File: config.mk
export PLATFORM = sky130hd
export DESIGN_NAME = mbx_irq_ctrl
export DESIGN_NICKNAME = d
export VERILOG_FILES = /design/src/rtl/mbx_pkg.sv /design/src/rtl/mbx_port_decode.sv /design/src/rtl/mbx_flag.sv /design/src/rtl/mbx_irq_ctrl.sv
export SDC_FILE = /design/constraint.sdc
export NUM_CORES = 1
export LEC_CHECK = 0
export ABC_CLOCK_PERIOD_IN_PS = 1400
export BUFFER_PORTS_ARGS = -buffer_cell sky130_fd_sc_hd__buf_2
export CAP_MARGIN = 20
export CELL_PAD_IN_SITES_DETAIL_PLACEMENT = 1
export CELL_PAD_IN_SITES_GLOBAL_PLACEMENT = 2
export CORE_MARGIN = 1
export CORE_UTILIZATION = 10
export DETAILED_ROUTE_END_ITERATION = 16
export GPL_TIMING_DRIVEN = 0
export PLACE_DENSITY_LB_ADDON = 0.3
export SLEW_MARGIN = 40
export SYNTH_ARGS = -nofsm -noshare
export SYNTH_HDL_FRONTEND = slang
export SYNTH_SLANG_ARGS = --single-unit
File: constraint.sdc
create_clock -name clk -period 1.4 [get_ports clk]
set_input_delay 0.28 -clock clk [delete_from_list [all_inputs] [get_ports clk]]
set_output_delay 0.28 -clock clk [all_outputs]
set_load 0.01 [all_outputs]
File: src/rtl/mbx_pkg.sv
package mbx_pkg;

    typedef enum logic {
        SIDE_L = 1'b0,
        SIDE_R = 1'b1
    } side_e;

    typedef struct packed {
        logic sel;
        logic wr;
        logic oe;
        logic busy;
    } port_ctl_t;

    typedef struct packed {
        logic set;
        logic clr;
    } flag_evt_t;

    // raise has priority over acknowledge
    function automatic logic flag_next(input logic cur, input flag_evt_t e);
        if (e.set)      return 1'b1;
        else if (e.clr) return 1'b0;
        else            return cur;
    endfunction

endpackage

File: src/rtl/mbx_port_decode.sv
module mbx_port_decode
    import mbx_pkg::*;
#(
    parameter int AW = 12,
    parameter logic [AW-1:0] OWN_ADDR  = '1,
    parameter logic [AW-1:0] PEER_ADDR = '1
) (
    input  port_ctl_t        ctl,
    input  logic [AW-1:0]    addr,
    output logic             raise_peer,
    output logic             ack_own
);
    logic live;
    logic is_rd;

    always_comb begin
        live       = ctl.sel && !ctl.busy;
        is_rd      = !ctl.wr && ctl.oe;
        raise_peer = live && ctl.wr && (addr == PEER_ADDR);
        ack_own    = live && is_rd  && (addr == OWN_ADDR);
    end
endmodule

File: src/rtl/mbx_flag.sv
module mbx_flag
    import mbx_pkg::*;
(
    input  logic      clk,
    input  logic      rst,
    input  flag_evt_t evt,
    output logic      irq_n
);
    logic pend;

    always_ff @(posedge clk) begin
        if (rst) pend <= 1'b0;
        else     pend <= flag_next(pend, evt);
    end

    assign irq_n = ~pend;
endmodule

File: src/rtl/mbx_irq_ctrl.sv
module mbx_irq_ctrl
    import mbx_pkg::*;
#(
    parameter int AW = 12
) (
    input  logic          clk,
    input  logic          rst,
    input  logic          l_sel,
    input  logic          l_wr,
    input  logic          l_oe,
    input  logic [AW-1:0] l_addr,
    input  logic          l_busy,
    input  logic          r_sel,
    input  logic          r_wr,
    input  logic          r_oe,
    input  logic [AW-1:0] r_addr,
    input  logic          r_busy,
    output logic          l_irq_n,
    output logic          r_irq_n
);
    localparam logic [AW-1:0] BOX_R = '1;
    localparam logic [AW-1:0] BOX_L = BOX_R - 1'b1;
    localparam int NSIDE = 2;

    port_ctl_t     ctl   [NSIDE];
    logic [AW-1:0] addr  [NSIDE];
    logic          raise [NSIDE];
    logic          ack   [NSIDE];
    flag_evt_t     evt   [NSIDE];
    logic          irq_n [NSIDE];

    always_comb begin
        ctl[SIDE_L]  = '{sel: l_sel, wr: l_wr, oe: l_oe, busy: l_busy};
        ctl[SIDE_R]  = '{sel: r_sel, wr: r_wr, oe: r_oe, busy: r_busy};
        addr[SIDE_L] = l_addr;
        addr[SIDE_R] = r_addr;
    end

    for (genvar s = 0; s < NSIDE; s++) begin : g_side
        localparam logic [AW-1:0] OWN  = (s == 1) ? BOX_R : BOX_L;
        localparam logic [AW-1:0] PEER = (s == 1) ? BOX_L : BOX_R;

        mbx_port_decode #(.AW(AW), .OWN_ADDR(OWN), .PEER_ADDR(PEER)) u_dec (
            .ctl        (ctl[s]),
            .addr       (addr[s]),
            .raise_peer (raise[s]),
            .ack_own    (ack[s])
        );

        // own flag is raised by the opposite port, acknowledged by this port
        assign evt[s] = '{set: raise[NSIDE-1-s], clr: ack[s]};

        mbx_flag u_flag (
            .clk   (clk),
            .rst   (rst),
            .evt   (evt[s]),
            .irq_n (irq_n[s])
        );
    end

    assign l_irq_n = irq_n[SIDE_L];
    assign r_irq_n = irq_n[SIDE_R];
endmodule

* Word-level counts from Yosys, hierarchy flattened
Cells that the tools add are included.
** Cells by class
- Add/sub/neg operators :: 0
- $mul :: 0
- Divide/modulo/power cells :: 0
- Order comparisons :: 0
- Eq/ne operators :: 4
- Shift operators :: 0
- Multiplexer cells :: 4
- Bitwise gates (word level) :: 2
- Reductions and logical operators :: 18
** Operators with widths (number)
- == test 12 bit (second input constant) :: 4
- logical AND 1 bit :: 12
- logical NOT 1 bit :: 4
- 2-to-1 mux 1 bit :: 4
- nonzero test 2 bit :: 2
- inverter 1 bit :: 2
** Storage, ports and cells
- Register bits :: 2
- Bits in latches :: 0
- Bits in writable memories :: 0
- Memory bits (read-only) :: 0
- Memories :: 0

* Longest topological paths before layout
Gate-level depths: netlist (run 1).
- Word-level depth :: 6
- Depth in mapped cells :: 4
- Depth with buffers taken out :: 4

* Modules after synthesis
From an unflattened synthesis (run 1), not the netlist that was laid out.
** Second synthesis, totals
- Cells, all modules :: 26
- Area, all modules :: 207.7 um2
** Modules (own cells, without submodules)
- mbx_flag :: instances 2, cells an instance 5, area an instance 42.5 um2, sequential area each 20.0 um2
- mbx_port_decode (g_side[1].u_dec) :: instances 1, cells an instance 8, area an instance 63.8 um2, sequential area each 0.0 um2
- mbx_port_decode (g_side[0].u_dec) :: instances 1, cells an instance 8, area an instance 58.8 um2, sequential area each 0.0 um2

* Worst setup path after synthesis (run 1)
No wires, ideal clock.
- Kind :: input port to flip-flop
- Start point :: input port r_busy
- End point :: register g_side[1].u_flag.pend
- Library setup time :: 121 ps
- Arrival time :: 972 ps
- Slack :: 307 ps
- Stages on the path :: 4
- Path buffers :: 0
- Cell sequence :: nand4b_1 nor4_2 and4b_1 o31ai_1
** Between the ends
- Longest elaborated chain between the ends :: 5
** Ends and longest elaborated chain
- start: declaration :: line mbx_irq_ctrl.sv:17 : input logic r_busy,
- logical NOT 1 bit :: line mbx_port_decode.sv:17 : live = ctl.sel && !ctl.busy;
- logical AND 1 bit :: line mbx_port_decode.sv:17
- logical AND 1 bit (2 in series) :: line mbx_port_decode.sv:20 : ack_own = live && is_rd && (addr == OWN_ADDR);
- nonzero test 2 bit (no source line)
- end signal: assignment :: line mbx_flag.sv:13 : else pend <= flag_next(pend, evt);
- end: declaration :: line mbx_flag.sv:9 : logic pend;
No other way between the ends.
A chain may end at the register's enable or synchronous reset.

* Final worst setup path (run 1)
Ends and elaborated chain as after synthesis.

==> results of run 1 <==
## layer usage
metal	part of all wire [%]	track usage (%)
met5	0	0
met4	0	5.63
met3	8.9	2.50
met2	52	14.5
met1	39	9.39
## critical path, stage by stage
cell and delay [ns]:
buf_2 0.09, nand4b_1 0.17, nor4_2 0.31, and4b_1 0.23
o31ai_1 0.06
## cells in the mapped netlist
cell type,number
nand4_1,3
dfxtp_1,2
inv_1,2
nand2_1,2
nand4b_1,2
nor2_1,2
nor4_2,2
a311oi_1,1
a31o_1,1
and4b_1,1
nand3_1,1
nand3b_1,1
o31ai_1,1
## through the flow
stage               setup WS, ns  hold slack (ns)  util (%)  std cells  cell area [µm²]
floorplan                  0.307            0.380         -         21              171
global placement           0.110            0.457      23.5         72              367
detailed placement         0.100            0.469      23.5         72              367
CTS                        0.345            0.290      25.0         75              389
global route               0.265            0.311      25.0         75              389
finish                     0.365            0.300      25.0         75              389
## power by group through the flow
| stage | logic [W] | registers [W] | clock network, W |
|---|---|---|---|
| after floorplan | 0.00000880 | 0.0000582 | 0 |
| after global routing | 0.0000624 | 0.0000575 | 0.000130 |
| after global placement | 0.0000547 | 0.0000582 | 0 |
| final | 0.0000552 | 0.0000575 | 0.000122 |
| after detailed placement | 0.0000556 | 0.0000582 | 0 |
| after CTS | 0.0000559 | 0.0000575 | 0.000129 |
## cell families after synthesis
logic type	count (synthesis)	share of synthesized area (%)
buffers and inverters	2	4.38
DFF	2	23.4
and+or+nand+nor	14	57.7
AOI/OAI and AO/OA	3	14.6
## final cells by class
| type | count | area, µm² |
|---|---|---|
| repair buffers | 35 | 175 |
| multi-input cells | 17 | 124 |
| well taps | 16 | 20.0 |
| fillers | 206 | 1170 |
| inverters | 2 | 7.51 |
| flip-flops and latches | 2 | 40.0 |
| clock buffers | 3 | 22.5 |
## final timing paths
path | cells past startpoint | slack, ns | from | endpoint
max | 5 | 0.36 | r_busy | g_side[1].u_flag.pend
max reg2reg | 3 | 0.65 | g_side[0].u_flag.pend | g_side[0].u_flag.pend
min | 2 | 0.30 | rst | g_side[1].u_flag.pend
min reg2reg | 2 | 0.46 | g_side[1].u_flag.pend | g_side[1].u_flag.pend
==> flow_metrics.py, run 1 <==
metrics = {
    "outcome": {
        "outcome": "complete, but fails checks",
        "failed_checks": "DRC",
    },
    "finish": {
        "layout-drive-gt1-share_pct": 67.8,
        "layout.cells.most_common_list": "buf_2 (35), nand4_1 (3), clkbuf_4 (3)",
        "area_growth_syn_to_layout_pct": 127,
        "num-nets-final": 95,
        "leading_cell_type_in_the_layout_fill_and_taps_excluded": "buf_2",
        "largest_registers": "g_side.u_flag.pend (2)",
        "largest_register_ff_count": 2,
        "max_flop_register": "g_side.u_flag.pend",
        "antennaDiodeCount": 0,
    },
    "clock_network": {
        "clockRootBuffer": "clkbuf_4",
        "worst_skew_pair.late_latency_ns": 0.22,
        "numClockSinks": 2,
        "clk_pin_slew_worst_paths_ns": 0.03,
        "cts-resized-gates": 0,
        "cts-buffers-inserted": 3,
        "clock_tree.htree_level_count": 1,
        "postcts_setup_bufs": 0,
        "cts_tree": "built",
        "clk_path_buf_depth": 2,
        "post_cts_hold_buffer_count": 0,
    },
    "power_and_ir_drop": {
        "design_power_total_w": 0.000234,
        "ir_drop_mv": 0.134,
        "seq_power_share_pct": 24.5,
        "power.share.switching_pct": 19.6,
        "combinationalPowerShare_pct": 23.6,
        "power_frac_clock_pct": 51.9,
        "p_int_w": 0.000188,
        "leakagePower_nw": 0.192,
        "pwr_density_cell_mw_per_mm2": 602,
        "p_sw_w": 0.0000460,
    },
    "critical_path": {
        "crit_path_max_fanout": 2,
        "worst_setup_path_end_kind": "register",
        "critPathLaunchType": "input pin",
        "crit_required_ns": 1.50,
        "critical_path_arrival_ns": 1.14,
        "crit_type": "in -> reg",
    },
    "die": {
        "initial_core_util_pct": 11.0,
        "row_count": 14,
        "die_w_um": 43.4,
        "floorplan.die.height_um": 43.4,
        "placeableCoreArea_mm2": 0.00156,
        "design.die.area_mm2": 0.00188,
        "ioPinCount": 36,
    },
    "sta": {
        "timing.final.hold_violations": 0,
        "grt_setup_unrepaired": "no",
        "report.final.slew_viol_count": 0,
        "timing.slew.headroom_pct": 81.9,
        "period_minus_slack_ns": 1.04,
        "fin_setup_tns_ns": 0,
        "f_max_mhz": 966,
        "worstMarginPinSlew_ns": 0.269,
        "setup_viol": 0,
        "final_period_util_pct": 74.0,
        "clock-skew-final_ns": 0,
    },
    "global_routing": {
        "grt_first_pass_wirelength_um": 1210,
        "via_count_of_the_first_global_routing_pass": 316,
        "grt_util_all_layers_pct": 8.63,
        "overflow": 0,
        "grt_antenna_before_repair": 0,
        "grt_start_max_net_pins": 5,
    },
    "logic_synthesis": {
        "cell_area_after_synthesis_um2": 171,
        "yosys.area.top_type_share_pct": 23.4,
        "syn-num-nets": 55,
        "synth_cell_types": 13,
        "synthesis.area_per_instance_um2": 8.16,
        "synth_top_cells_by_area": "dfxtp_1 (23%), nor4_2 (15%), nand4_1 (11%)",
        "yosys.area.top_type": "dfxtp_1",
        "synth_cells": 21,
        "synth-seq-area-share_pct": 23.4,
        "postSynthRegisterBits": 2,
        "synth.yosys.warnings": 0,
    },
    "drt": {
        "detail-route-antenna-nets": 0,
        "detailedRoute.firstPassIterationCount": 9,
        "post-route-drc-count": 4,
        "vias": 316,
        "detail_route.wl_per_cell_um": 9.16,
        "drtIter0Drc": 7,
        "drt-vias-per-instance": 4.21,
        "routed_wl_um": 687,
    },
    "hold_path": {
        "timing.hold.worst.class": "in -> reg",
    },
    "place": {
        "dpl.hpwl_um": 653,
        "io_buf_count": 35,
        "gpl.final_weighted_congestion": 0.635,
    },
    "run": {
        "maxCapViolCount": 0,
    },
}
(Power assumes the default switching activity.)
==> inputs of run 2 (changes only) <==
ABC_CLOCK_PERIOD_IN_PS = 850   (was 1400)
clock period = 0.85 ns   (was 1.4 ns; I/O delays follow)
==> run 2 against run 1 <==
Compared with the run above: the flow finishes with violations (DRC, setup timing); die area did not move; final cell count grew 2.7%; global-route usage is 0.26 points lower; sequential share of layout area down 1.2 points; first-iteration DRC count shrank 71%; clock skew unchanged; via count rose by 5.7%; setup slack got worse by 0.39 ns; clock-buffer cell count unchanged.
==> flow_metrics.py, run 2 (synthesis results as in run 1) <==
metrics = {
    "outcome": {
        "outcome": "complete, but fails checks",
        "failed_checks": "DRC, setup timing",
    },
    "sta": {
        "report.final.slew_viol_count": 0,
        "period_minus_slack_ns": 0.873,
        "worstMarginPinSlew_ns": 0.265,
        "final_critical_path_setup_slack_ns": -0.0232,
        "f_max_mhz": 1150,
        "setup_viol": 3,
        "timing.slew.headroom_pct": 82.2,
        "timing.final.hold_violations": 0,
        "grt_setup_unrepaired": "yes",
        "final_period_util_pct": 103,
        "clock-skew-final_ns": 0,
    },
    "global_routing": {
        "grt_start_max_net_pins": 5,
        "overflow": 0,
        "grt_antenna_before_repair": 0,
        "grt_first_pass_wirelength_um": 1140,
        "grt_util_all_layers_pct": 8.37,
        "via_count_of_the_first_global_routing_pass": 322,
    },
    "critical_path": {
        "crit_type": "in -> reg",
        "critical_path_buf_inv_count": 1,
        "critical_path.max_stage_delay_ns": 0.31,
        "critPathTopFamily": "simple AND/OR/NAND/NOR gates",
        "worst_setup_path_end_kind": "register",
        "crit_path_max_fanout": 2,
        "worstPathCellList": "buf_6 > nand4_1 > nor4_2 > a311oi_1 > a31o_1",
        "cp_slowest_cell": "nor4_2",
        "crit_required_ns": 0.96,
        "critPathLaunchType": "input pin",
        "critical_path_arrival_ns": 0.99,
    },
    "drt": {
        "routed_wl_um": 776,
        "detailedRoute.firstPassIterationCount": 9,
        "drtIter0Drc": 2,
        "vias": 334,
        "drt-vias-per-instance": 4.34,
        "post-route-drc-count": 1,
        "detail-route-antenna-nets": 0,
        "detail_route.wl_per_cell_um": 10.1,
    },
    "finish": {
        "max_flop_register": "g_side.u_flag.pend",
        "num-nets-final": 97,
        "finish.cell_count_without_fillers": 77,
        "fillCellCount": 200,
        "largest_registers": "g_side.u_flag.pend (2)",
        "seq_area_um2": 40.0,
        "area_growth_syn_to_layout_pct": 158,
        "largest_register_ff_count": 2,
        "antennaDiodeCount": 0,
        "leading_cell_type_in_the_layout_fill_and_taps_excluded": "buf_2",
        "layout-drive-gt1-share_pct": 70.5,
        "finalCoreUtilization_pct": 28.3,
        "multi_input_comb_area_um2": 124,
        "layout.cells.most_common_list": "buf_2 (29), buf_6 (6), nand4_1 (3), clkbuf_4 (3)",
    },
    "run": {
        "maxCapViolCount": 0,
    },
    "power_and_ir_drop": {
        "ir_drop_mv": 0.297,
        "pwr_density_cell_mw_per_mm2": 931,
        "leakagePower_nw": 0.216,
    },
    "die": {
        "initial_core_util_pct": 11.0,
        "placeableCoreArea_mm2": 0.00156,
        "ioPinCount": 36,
        "floorplan.die.height_um": 43.4,
        "design.die.area_mm2": 0.00188,
        "row_count": 14,
        "die_w_um": 43.4,
    },
    "clock_network": {
        "cts-buffers-inserted": 3,
        "cts_tree": "built",
        "numClockSinks": 2,
        "clk_path_buf_depth": 2,
        "clock_tree.htree_level_count": 1,
        "worst_skew_pair.late_latency_ns": 0.22,
        "clk_pin_slew_worst_paths_ns": 0.03,
        "clockRootBuffer": "clkbuf_4",
    },
    "place": {
        "io_buf_count": 35,
        "gpl.final_weighted_congestion": 0.665,
        "dpl.cell_count": 72,
    },
    "hold_path": {
        "timing.hold.worst.class": "in -> reg",
    },
}
==> run 2: cell types whose count changed in the layout (fill, tap and decap cells not counted), sizes merged <==
cell	change
buf	+2
==> run 2: stage by stage <==
stage | hold WS [ns] | setup TNS (ns) | total power [W] | instance area, µm² | setup slack (ns)
3_5_place_dp | 0.408 | -0.509 | 0.000187 | 367 | -0.280
2_1_floorplan | 0.270 | -0.139 | 0.000110 | 171 | -0.102
6_report | 0.178 | -0.0452 | 0.000411 | 442 | -0.0232
3_3_place_gp | 0.409 | -0.509 | 0.000186 | 367 | -0.286
5_1_grt | 0.175 | -0.233 | 0.000447 | 442 | -0.101
4_1_cts | 0.172 | -0.0948 | 0.000422 | 423 | -0.0393
==> run 2: layout make-up <==
type	instances	share of cell area, %
flip-flops and latches	2	9.07
well taps	16	4.53
clock buffers	3	5.10
inverters	2	1.70
multi-input cells	17	28.0
repair buffers	37	51.6
==> run 2: power breakdown <==
part           switching [W]  internal, W  leakage, nW   total, W
registers      0.00000000168    0.0000946       0.0161  0.0000946
clock network      0.0000558     0.000156       0.0138   0.000212
logic              0.0000309    0.0000742        0.186   0.000105
==> run 2: final timing paths <==
check	end	cells after the start	startpoint	slack [ns]
setup / recovery	g_side[0].u_flag.pend	5	l_addr[4]	-0.02
hold / removal	g_side[0].u_flag.pend	2	r_wr	0.18
setup reg to reg	g_side[1].u_flag.pend	3	g_side[1].u_flag.pend	0.09
hold reg to reg	g_side[1].u_flag.pend	3	g_side[1].u_flag.pend	0.55
==> run 2: repair_timing <==
action / CTS / global route
setup endpoints to repair: 3 / 4
pin swaps: 3 / 4
hold buffers: 0 / 0
setup buffers: 2 / 0
resized for setup: 4 / 3
==> run 2: per-layer routing <==
layer  vias to the layer above  share of wire, %  track usage [%]  routed length [µm]
met5                         -                 0                0                   0
met4                         0                 0             5.63                   0
met3                         0               7.7             2.50                  60
met2                        19                59             15.5                 456
met1                       148                33             7.87                 258
li1                        167                 -                -                   -
==> inputs of run 3 (changes only) <==
SYNTH_HIERARCHICAL = 1   (was unset)
==> run 3 against run 2 <==
Compared with the run above: clock power about the same; setup slack gained 0.0021 ns; largest cell class unchanged; highest routed layer unchanged; global-route usage shrank 1.4 points; the run ends with setup timing left; largest power group unchanged.
==> flow_metrics.py, run 3 <==
metrics = {
    "finish": {
        "antennaDiodeCount": 0,
        "num-nets-final": 102,
        "leading_cell_type_in_the_layout_fill_and_taps_excluded": "buf_2",
        "largest_registers": "g_side.u_flag/pend (2)",
        "area_growth_syn_to_layout_pct": 132,
        "layout-drive-gt1-share_pct": 72.7,
        "multi_input_comb_area_um2": 159,
        "max_flop_register": "g_side.u_flag/pend",
        "largest_register_ff_count": 2,
        "seq_area_um2": 42.5,
        "finalCoreUtilization_pct": 24.6,
        "fillCellCount": 265,
        "finish.cell_count_without_fillers": 93,
        "layout.cells.most_common_list": "buf_2 (32), nand4_1 (6), clkbuf_4 (3), buf_6 (3)",
    },
    "power_and_ir_drop": {
        "pwr_density_cell_mw_per_mm2": 846,
        "p_sw_w": 0.0000903,
        "combinationalPowerShare_pct": 25.6,
        "leakagePower_nw": 0.204,
        "ir_drop_mv": 0.307,
        "power_frac_clock_pct": 51.2,
        "p_int_w": 0.000317,
        "seq_power_share_pct": 23.2,
        "power.share.switching_pct": 22.2,
    },
    "sta": {
        "hold-worst-slack_ns": 0.123,
        "timing.final.hold_violations": 0,
        "clock-skew-final_ns": 0,
        "period_minus_slack_ns": 0.871,
        "worstMarginPinSlew_ns": 0.218,
        "timing.slew.headroom_pct": 85.3,
        "grt_setup_unrepaired": "yes",
        "fin_setup_tns_ns": -0.0211,
        "final_critical_path_setup_slack_ns": -0.0211,
        "f_max_mhz": 1150,
        "report.final.slew_viol_count": 0,
        "final_period_util_pct": 102,
        "setup_viol": 1,
    },
    "die": {
        "ioPinCount": 36,
        "design.die.area_mm2": 0.00226,
        "placeableCoreArea_mm2": 0.00196,
        "die_w_um": 47.6,
        "initial_core_util_pct": 10.6,
        "row_count": 16,
        "floorplan.die.height_um": 47.6,
    },
    "clock_network": {
        "numClockSinks": 2,
        "clk_pin_slew_worst_paths_ns": 0.03,
        "worst_skew_pair.late_latency_ns": 0.22,
        "clockRootBuffer": "clkbuf_4",
        "clk_path_buf_depth": 2,
        "post_cts_hold_buffer_count": 0,
        "cts-buffers-inserted": 3,
        "cts_tree": "built",
        "clock_tree.htree_level_count": 1,
    },
    "logic_synthesis": {
        "synth-edff-count": 0,
        "postSynthRegisterBits": 2,
        "share_of_flip_flops_with_an_asynchronous_set_or_reset_after_synthesis_pct": 0,
        "synth_top_cells_by_area": "dfxtp_1 (19%), nand4_1 (18%), nand4bb_1 (11%)",
        "synth_ff_type": "dfxtp_1",
        "synth_cells": 26,
        "synth.most_common_cell": "nand4_1",
        "synth_cell_types": 11,
        "synthesis.area_per_instance_um2": 7.99,
        "syn-num-nets": 60,
        "yosys.area.top_type_share_pct": 19.3,
        "synth.yosys.warnings": 6,
        "synth-seq-area-share_pct": 19.3,
        "cell_area_after_synthesis_um2": 208,
        "yosys.area.top_type": "dfxtp_1",
        "netlist_top_cells_count": "nand4_1 (6), inv_1 (4), nor4_1 (3)",
    },
    "place": {
        "dpl.cell_count": 88,
        "io_buf_count": 35,
        "gpl.final_weighted_congestion": 0.598,
    },
    "critical_path": {
        "crit_type": "reg -> out",
        "crit_path_max_fanout": 2,
        "worst_setup_path_end_kind": "primary output",
        "critical_path_arrival_ns": 0.70,
        "critPathLaunchType": "register",
        "crit_required_ns": 0.68,
    },
    "drt": {
        "detail_route.wl_per_cell_um": 10.1,
        "detail-route-antenna-nets": 0,
        "vias": 386,
        "drtIter0Drc": 0,
        "detailedRoute.firstPassIterationCount": 1,
        "routed_wl_um": 936,
        "drt-vias-per-instance": 4.15,
        "post-route-drc-count": 0,
    },
    "outcome": {
        "failed_checks": "setup timing",
        "outcome": "complete, but fails checks",
    },
    "global_routing": {
        "via_count_of_the_first_global_routing_pass": 330,
        "grt_first_pass_wirelength_um": 1160,
        "overflow": 0,
        "grt_antenna_before_repair": 0,
        "grt_start_max_net_pins": 3,
        "grt_util_all_layers_pct": 7.01,
    },
    "run": {
        "maxCapViolCount": 0,
    },
    "hold_path": {
        "timing.hold.worst.class": "in -> reg",
    },
}
-- run 3: routing by layer --
metal,track usage (%),share of wire (%)
met1,7.57,36
met2,14.0,50
met3,1.13,14
met4,1.67,0
met5,0,0
-- run 3: final timing paths --
path                                            start                     to  slack, ns  depth (start not counted)
worst max-delay path            g_side[1].u_flag/pend                r_irq_n      -0.02                          2
worst min-delay path                              rst  g_side[1].u_flag/pend       0.12                          2
worst max register to register  g_side[1].u_flag/pend  g_side[1].u_flag/pend       0.06                          4
worst min register to register  g_side[0].u_flag/pend  g_side[0].u_flag/pend       0.48                          2
-- run 3: timing repair --
item | 4_1_cts | 5_1_grt
resized for setup | 2 | 6
pin swaps | 0 | 1
buffers inserted | 1 | 1
endpoints found under the setup margin | 2 | 4
-- run 3: final cells by class --
| class | count | area share (%) |
|---|---|---|
| Tap cell | 27 | 7.01 |
| Sequential cell | 2 | 8.83 |
| Timing Repair Buffer | 37 | 43.4 |
| Clock buffer | 3 | 4.68 |
| Multi-Input combinational cell | 20 | 33.0 |
| Inverter | 4 | 3.12 |
-- run 3: cells by family (layout without fill, tap and decap cells) --
group                  Yosys count  count (layout)  share of synthesized area, %
buffers and inverters            4              44                          7.23
DFF                              2               2                          19.3
and+or+nand+nor                 18              18                          65.1
AOI/OAI and AO/OA                2               2                          8.44
-- run 3: power groups by stage --
stage / registers (W) / logic, W / clock network, W
final: 0.0000945 / 0.000104 / 0.000209
after global routing: 0.0000944 / 0.000115 / 0.000226
after CTS: 0.0000945 / 0.000101 / 0.000223
after detailed placement: 0.0000958 / 0.000101 / 0
after global placement: 0.0000958 / 0.0000996 / 0
after floorplan: 0.0000958 / 0.0000168 / 0
-- run 3: per-stage QoR --
| stage | setup slack, ns | power, W | instance area (µm²) |
|---|---|---|---|
| 4_1_cts | -0.0217 | 0.000418 | 449 |
| 6_report | -0.0211 | 0.000407 | 482 |
| 3_5_place_dp | -0.200 | 0.000197 | 417 |
| 2_1_floorplan | -0.0473 | 0.000113 | 208 |
| 5_1_grt | -0.0453 | 0.000435 | 482 |
| 3_3_place_gp | -0.205 | 0.000195 | 417 |
-- run 3: worst max-delay path, stage by stage (launching register included) --
cell,delay [ns]
dfxtp_2,0.33
inv_2,0.04
buf_6,0.11
